--- src/rtl/wreg_pkg.sv ---
package wreg_pkg;
  localparam int DWORD_W = 32;
  localparam int NDW     = 4;
  localparam int WIDE_W  = DWORD_W * NDW;

  typedef enum logic [1:0] {
    K_WIDE   = 2'd0,
    K_DESC   = 2'd1,
    K_NARROW = 2'd2,
    K_TIMER  = 2'd3
  } wreg_kind_e;

  typedef logic [NDW-1:0][DWORD_W-1:0] wide_t;
endpackage

--- src/rtl/wreg_decode.sv ---
module wreg_decode
  import wreg_pkg::*;
#(
  parameter int          ADDR_W    = 16,
  parameter int          PAGE_BITS = 13,
  parameter logic [12:0] DESC_A    = 13'h830,
  parameter logic [12:0] DESC_B    = 13'hA10,
  parameter logic [12:0] EVQ_OFS   = 13'h400,
  parameter logic [12:0] TIMER_OFS = 13'h420
) (
  input  logic [ADDR_W-1:0] addr,
  output wreg_kind_e        kind,
  output logic [ADDR_W-1:0] base,
  output logic [1:0]        dw
);
  logic [PAGE_BITS-1:0] ofs;

  always_comb begin
    ofs  = addr[PAGE_BITS-1:0];
    base = {addr[ADDR_W-1:4], 4'b0};
    dw   = addr[3:2];
    if (ofs[PAGE_BITS-1:2] == TIMER_OFS[PAGE_BITS-1:2])      kind = K_TIMER;
    else if (ofs[PAGE_BITS-1:2] == EVQ_OFS[PAGE_BITS-1:2])   kind = K_NARROW;
    else if (ofs[PAGE_BITS-1:4] == DESC_A[PAGE_BITS-1:4] ||
             ofs[PAGE_BITS-1:4] == DESC_B[PAGE_BITS-1:4])    kind = K_DESC;
    else                                                     kind = K_WIDE;
  end
endmodule

--- src/rtl/wreg_read_latch.sv ---
module wreg_read_latch
  import wreg_pkg::*;
#(
  parameter int ADDR_W = 16
) (
  input  logic                clk,
  input  logic                rst_n,
  input  logic                wide_rd,
  input  logic                narrow_rd,
  input  logic [ADDR_W-1:0]   base,
  input  logic [1:0]          dw,
  input  logic [WIDE_W-1:0]   rdata_wide,
  output logic                rd_req,
  output logic                hit,
  output logic [DWORD_W-1:0]  rdata,
  output wide_t               lat_data
);
  logic              lat_vld, nxt_vld, sample;
  logic [ADDR_W-1:0] lat_addr, nxt_addr;
  wide_t             src, nxt_data;

  always_comb begin
    src      = wide_t'(rdata_wide);
    hit      = wide_rd && lat_vld && (lat_addr == base) && (dw != 2'd0);
    sample   = wide_rd && !hit;
    rd_req   = sample || narrow_rd;
    nxt_vld  = lat_vld;
    nxt_addr = lat_addr;
    nxt_data = lat_data;
    if (sample) begin
      nxt_vld  = 1'b1;
      nxt_addr = base;
      nxt_data = src;
    end
    if (hit)            rdata = lat_data[dw];
    else if (narrow_rd) rdata = src[0];
    else                rdata = src[dw];
  end

  always_ff @(posedge clk or negedge rst_n) begin
    if (!rst_n) begin
      lat_vld  <= 1'b0;
      lat_addr <= '0;
      lat_data <= '0;
    end else if (sample) begin
      lat_vld  <= nxt_vld;
      lat_addr <= nxt_addr;
      lat_data <= nxt_data;
    end
  end
endmodule

--- src/rtl/wreg_collector.sv ---
module wreg_collector
  import wreg_pkg::*;
#(
  parameter int ADDR_W = 16
) (
  input  logic               clk,
  input  logic               rst_n,
  input  logic               wr_en,
  input  logic               is_desc,
  input  logic               clr,
  input  logic [ADDR_W-1:0]  base,
  input  logic [1:0]         dw,
  input  logic [DWORD_W-1:0] wdata,
  output logic               commit,
  output wide_t              commit_data,
  output logic               drop,
  output logic [NDW-1:0]     col_mask
);
  logic [ADDR_W-1:0] col_addr, nxt_addr;
  logic [NDW-1:0]    nxt_mask, mmask, bitd;
  wide_t             col_data, nxt_data, mdata;
  logic              other, upd;

  always_comb begin
    other       = (col_mask != '0) && (col_addr != base);
    bitd        = NDW'(1) << dw;
    mdata       = other ? '0 : col_data;
    mdata[dw]   = wdata;
    mmask       = (other ? '0 : col_mask) | bitd;
    nxt_mask    = col_mask;
    nxt_addr    = col_addr;
    nxt_data    = col_data;
    commit      = 1'b0;
    drop        = 1'b0;
    commit_data = '0;
    if (clr) begin
      nxt_mask = '0;
    end else if (wr_en) begin
      if (is_desc && dw == 2'(NDW-1)) begin
        commit = 1'b1;
        for (int i = 0; i < NDW; i++)
          commit_data[i] = mmask[i] ? mdata[i] : '0;
        nxt_mask = other ? col_mask : '0;
      end else if (is_desc && other) begin
        drop = 1'b1;
      end else if (mmask == '1) begin
        commit      = 1'b1;
        commit_data = mdata;
        nxt_mask    = '0;
      end else begin
        nxt_mask = mmask;
        nxt_addr = base;
        nxt_data = mdata;
      end
    end
    upd = clr || wr_en;
  end

  always_ff @(posedge clk or negedge rst_n) begin
    if (!rst_n) begin
      col_mask <= '0;
      col_addr <= '0;
      col_data <= '0;
    end else if (upd) begin
      col_mask <= nxt_mask;
      col_addr <= nxt_addr;
      col_data <= nxt_data;
    end
  end
endmodule

--- src/rtl/wreg_bridge.sv ---
module wreg_bridge
  import wreg_pkg::*;
#(
  parameter int          ADDR_W    = 16,
  parameter int          PAGE_BITS = 13,
  parameter logic [12:0] DESC_A    = 13'h830,
  parameter logic [12:0] DESC_B    = 13'hA10,
  parameter logic [12:0] EVQ_OFS   = 13'h400,
  parameter logic [12:0] TIMER_OFS = 13'h420
) (
  input  logic                clk,
  input  logic                rst_n,
  input  logic                host_valid,
  input  logic                host_write,
  input  logic [ADDR_W-1:0]   host_addr,
  input  logic [DWORD_W-1:0]  host_wdata,
  output logic [DWORD_W-1:0]  host_rdata,
  output logic [ADDR_W-1:0]   reg_addr,
  output logic [WIDE_W-1:0]   reg_wdata,
  output logic                reg_we,
  output logic                reg_re,
  input  logic [WIDE_W-1:0]   reg_rdata
);
  logic              rst_s1, rst_s;
  wreg_kind_e        kind;
  logic [ADDR_W-1:0] base;
  logic [1:0]        dw;
  logic              wr, rd, single, wide_rd, narrow_rd;
  logic              rd_req, lat_hit, commit, drop;
  wide_t             lat_data, commit_data;
  logic [NDW-1:0]    col_mask;

  // asynchronous assertion, synchronous release
  always_ff @(posedge clk or negedge rst_n) begin
    if (!rst_n) begin
      rst_s1 <= 1'b0;
      rst_s  <= 1'b0;
    end else begin
      rst_s1 <= 1'b1;
      rst_s  <= rst_s1;
    end
  end

  wreg_decode #(
    .ADDR_W(ADDR_W), .PAGE_BITS(PAGE_BITS), .DESC_A(DESC_A),
    .DESC_B(DESC_B), .EVQ_OFS(EVQ_OFS), .TIMER_OFS(TIMER_OFS)
  ) u_dec (
    .addr(host_addr), .kind(kind), .base(base), .dw(dw)
  );

  always_comb begin
    wr        = host_valid && host_write;
    rd        = host_valid && !host_write;
    single    = (kind == K_NARROW) || (kind == K_TIMER);
    wide_rd   = rd && !single;
    narrow_rd = rd && single;
  end

  wreg_read_latch #(.ADDR_W(ADDR_W)) u_rl (
    .clk(clk), .rst_n(rst_s), .wide_rd(wide_rd), .narrow_rd(narrow_rd),
    .base(base), .dw(dw), .rdata_wide(reg_rdata), .rd_req(rd_req),
    .hit(lat_hit), .rdata(host_rdata), .lat_data(lat_data)
  );

  wreg_collector #(.ADDR_W(ADDR_W)) u_col (
    .clk(clk), .rst_n(rst_s), .wr_en(wr && !single),
    .is_desc(kind == K_DESC), .clr(wr && kind == K_TIMER),
    .base(base), .dw(dw), .wdata(host_wdata), .commit(commit),
    .commit_data(commit_data), .drop(drop), .col_mask(col_mask)
  );

  always_comb begin
    reg_re    = rd_req;
    reg_we    = commit || (wr && single);
    reg_wdata = commit ? WIDE_W'(commit_data) : {{(WIDE_W-DWORD_W){1'b0}}, host_wdata};
    reg_addr  = single ? {host_addr[ADDR_W-1:2], 2'b0} : base;
  end
endmodule

--- config.mk ---
export PLATFORM = sky130hd
export DESIGN_NAME = wreg_bridge
export DESIGN_NICKNAME = d
export VERILOG_FILES = /design/src/rtl/wreg_pkg.sv /design/src/rtl/wreg_decode.sv /design/src/rtl/wreg_read_latch.sv /design/src/rtl/wreg_collector.sv /design/src/rtl/wreg_bridge.sv
export SDC_FILE = /design/constraint.sdc
export NUM_CORES = 1
export LEC_CHECK = 0
export BUFFER_PORTS_ARGS = -buffer_cell sky130_fd_sc_hd__buf_2
export CAP_MARGIN = 0
export CELL_PAD_IN_SITES_DETAIL_PLACEMENT = 2
export CELL_PAD_IN_SITES_GLOBAL_PLACEMENT = 2
export CORE_MARGIN = 2
export CORE_UTILIZATION = 38
export DETAILED_ROUTE_END_ITERATION = 12
export PLACE_DENSITY = 0.95
export SLEW_MARGIN = 25
export SYNTH_ARGS = -nofsm -noshare
export SYNTH_HDL_FRONTEND = slang
export SYNTH_HIERARCHICAL = 1
export SYNTH_SLANG_ARGS = --single-unit
--- constraint.sdc ---
create_clock -name clk -period 17.9 [get_ports clk]
set_input_delay 1.79 -clock clk [delete_from_list [all_inputs] [get_ports clk]]
set_output_delay 1.79 -clock clk [all_outputs]
set_load 0.1 [all_outputs]
==> results.toml <==
[outcome]
status = "finished with violations"
violations = "slew limit"

[global_route]
grt_pass1_wl_microns = 101300
grt_pass1_vias = 16232
antenna_found_initial = 17
grtUsageTotal = 0.2930
gr-total-overflow = 0
grt_max_degree = 139

[worst_setup_path]
critPathLaunchType = "primary input"
cpMostUsedCell = "buf_4"
critPathRequiredTime_ps = 16110
critPathMaxStageDelay_ps = 830
path_class = "primary input to output pin"
regToRegSetupSlack_ps = 14420
timing.rr.start = "u_col/col_addr[13]"
critical_path_buf_inv_count = 5
crit_chain = "buf_4, and2_2, a32o_1, a31o_1, and2_1, o21ai_4, buf_4, clkinv_2, buf_4, mux2_2, buf_2"
slowest_stage = "and2_2"
critPathArrivalTime_ps = 6310
r2r_cells = 7
endpoint_kind = "output pin"
cp_top_family = "buffers and inverters"
cp_max_fo = 94
r2r_end = "u_col/col_data[0]"

[routing]
route.vias.total = 14353
wire_per_inst_microns = 28.33
ant_nets = 0
routed_wl_microns = 68040
via_per_inst = 5.975
dr.pass1.iters = 5
drc_errors = 0
drt-initial-drc-count = 972

[sta]
tightestPinTransition_ps = 1938
post-route-min-period_ps = 8097
setup_tns_ps = 0
fin_crit_sh = 0.4523
drv_slew = 2
rsz0062_at_grt = "no"
clock_skew_ps = 22.13
hold_viol = 0
fmax_mhz = 123.5
slew-limit-headroom = -0.2947
hold_slack_ps = 310.3
setup-violations-final = 0

[floorplanning]
fp-row-count = 76
die_h_microns = 212.9
dieArea_sq_um = 45340
die_width_microns = 212.9
io_pins = 358
core-area_sq_um = 43080
start_util = 0.3851

[place]
numPortBuffers = 353
routabilityCongestion = 0.8040
dp_hpwl_microns = 41830
post_dp_cell_area_sq_um = 18600

[final_layout]
fillers = 4363
multiInputGateArea_sq_um = 8442
final_area_sq_um = 19950
fin_util = 0.4632
regArea_sq_um = 7386
drive_above_1_share = 0.3300
syn_to_final_growth_pct = 20.28
fin_nets = 1946

[logic_synthesis]
synth.cell_area_sq_um = 16590
yosysWarnings = 6
netlist_instances = 1520
avgSynthCellArea_sq_um = 10.91

[min_path]
hp-class = "register to async pin"

[clock_tree]
cts_buffer_depth = 3
cts_tree = "done"
cts_setup_buffers = 0
clock_latency_ps = 550
cts_root_buf = "clkbuf_16"
cts_hold_buf = 0
cts.clk_slew.worst_paths_ps = 60
h-tree-depth = 2
numCtsBuffers = 37
cts.sinks = 295
cts_resized = 0

[power]
leakage_nw = 8.894
power.density_nw_per_um2 = 102.0
finalPower_mw = 2.036
vdd.ir_drop.worst_mv = 0.06978

[run]
maxCapViolations = 0
==> metal layers <==
layer / vias up / GRT usage / wire [microns]
met5: - / 0 / 0
met4: 0 / 0.1485 / 3016
met3: 175 / 0.04089 / 3521
met2: 613 / 0.5069 / 34870
met1: 7514 / 0.3570 / 26640
li1: 6051 / - / -
==> layout make-up <==
class,instances,share of cell area
well taps,585,0.03668
clock inverters,10,0.005330
multi-input cells,1043,0.4231
repair buffers,388,0.1053
clock buffers,57,0.05631
inverters,1,0.0002508
diodes,23,0.002884
flip-flops and latches,295,0.3701
==> registers in the layout, summed over array words and instances (netlist names) <==
name	flops
u_col/col_data	128
u_rl/lat_data	128
u_col/col_addr	16
u_rl/lat_addr	16
u_col/col_mask	4
rst_s	1
rst_s1	1
u_rl/lat_vld	1
==> layout by cell type (no fill, tap or decap), types with 3 or more instances in the layout <==
| cell type | n |
|---|---|
| clkbuf_1 | 10 |
| mux2_2 | 75 |
| nor2_1 | 163 |
| o22ai_1 | 32 |
| buf_2 | 351 |
| and2_1 | 101 |
| a21o_1 | 5 |
| a22oi_1 | 128 |
| nor4_1 | 7 |
| diode_2 | 23 |
| conb_1 | 5 |
| buf_4 | 32 |
| mux2i_1 | 32 |
| clkinv_2 | 7 |
| nor3_2 | 4 |
| or4_1 | 7 |
| a21oi_4 | 4 |
| mux4_2 | 32 |
| xnor2_1 | 3 |
| o21ai_2 | 4 |
| o21ai_1 | 33 |
| xor2_1 | 30 |
| a21oi_1 | 34 |
| dfrtp_1 | 294 |
| nand3_1 | 34 |
| mux2_4 | 13 |
| nand2b_1 | 3 |
| clkbuf_16 | 39 |
| nor2b_1 | 7 |
| mux2_1 | 118 |
| a22o_1 | 129 |
| clkbuf_8 | 8 |
| nand2_1 | 9 |
==> per-stage QoR <==
stage	instances	setup slack [ps]
2_1_floorplan	1523	9070
4_1_cts	2376	9796
6_report	2402	9803
3_5_place_dp	2309	9846
3_3_place_gp	2308	9978
5_1_grt	2402	9537
==> worst reg2reg max path, stage by stage (launching register included) <==
cell and delay (ps):
dfrtp_1 410, xor2_1 150, nor4_1 450, nand4_1 630
a21oi_4 860, or4_1 210, buf_4 440, a22o_1 250
==> power breakdown <==
part / internal, mW / total (mW) / switching, mW
Clock: 0.462 / 0.769 / 0.307
Sequential: 0.759 / 0.825 / 0.0667
Combinational: 0.156 / 0.442 / 0.286
==> worst max path at each step <==
stage / start / endpoint / slack, ps / cells past startpoint
final: host_addr[3] / reg_wdata[12] / 9800 / 11
after global routing: host_addr[2] / reg_wdata[96] / 9540 / 11
after CTS: host_addr[2] / reg_wdata[96] / 9800 / 11
after detailed placement: host_addr[3] / reg_wdata[96] / 9850 / 11
after global placement: host_addr[2] / reg_wdata[60] / 9980 / 11
after floorplan: rst_s / u_col/col_addr[0] / 9070 / 0
Note: power is estimated with default switching activity, not from simulation.
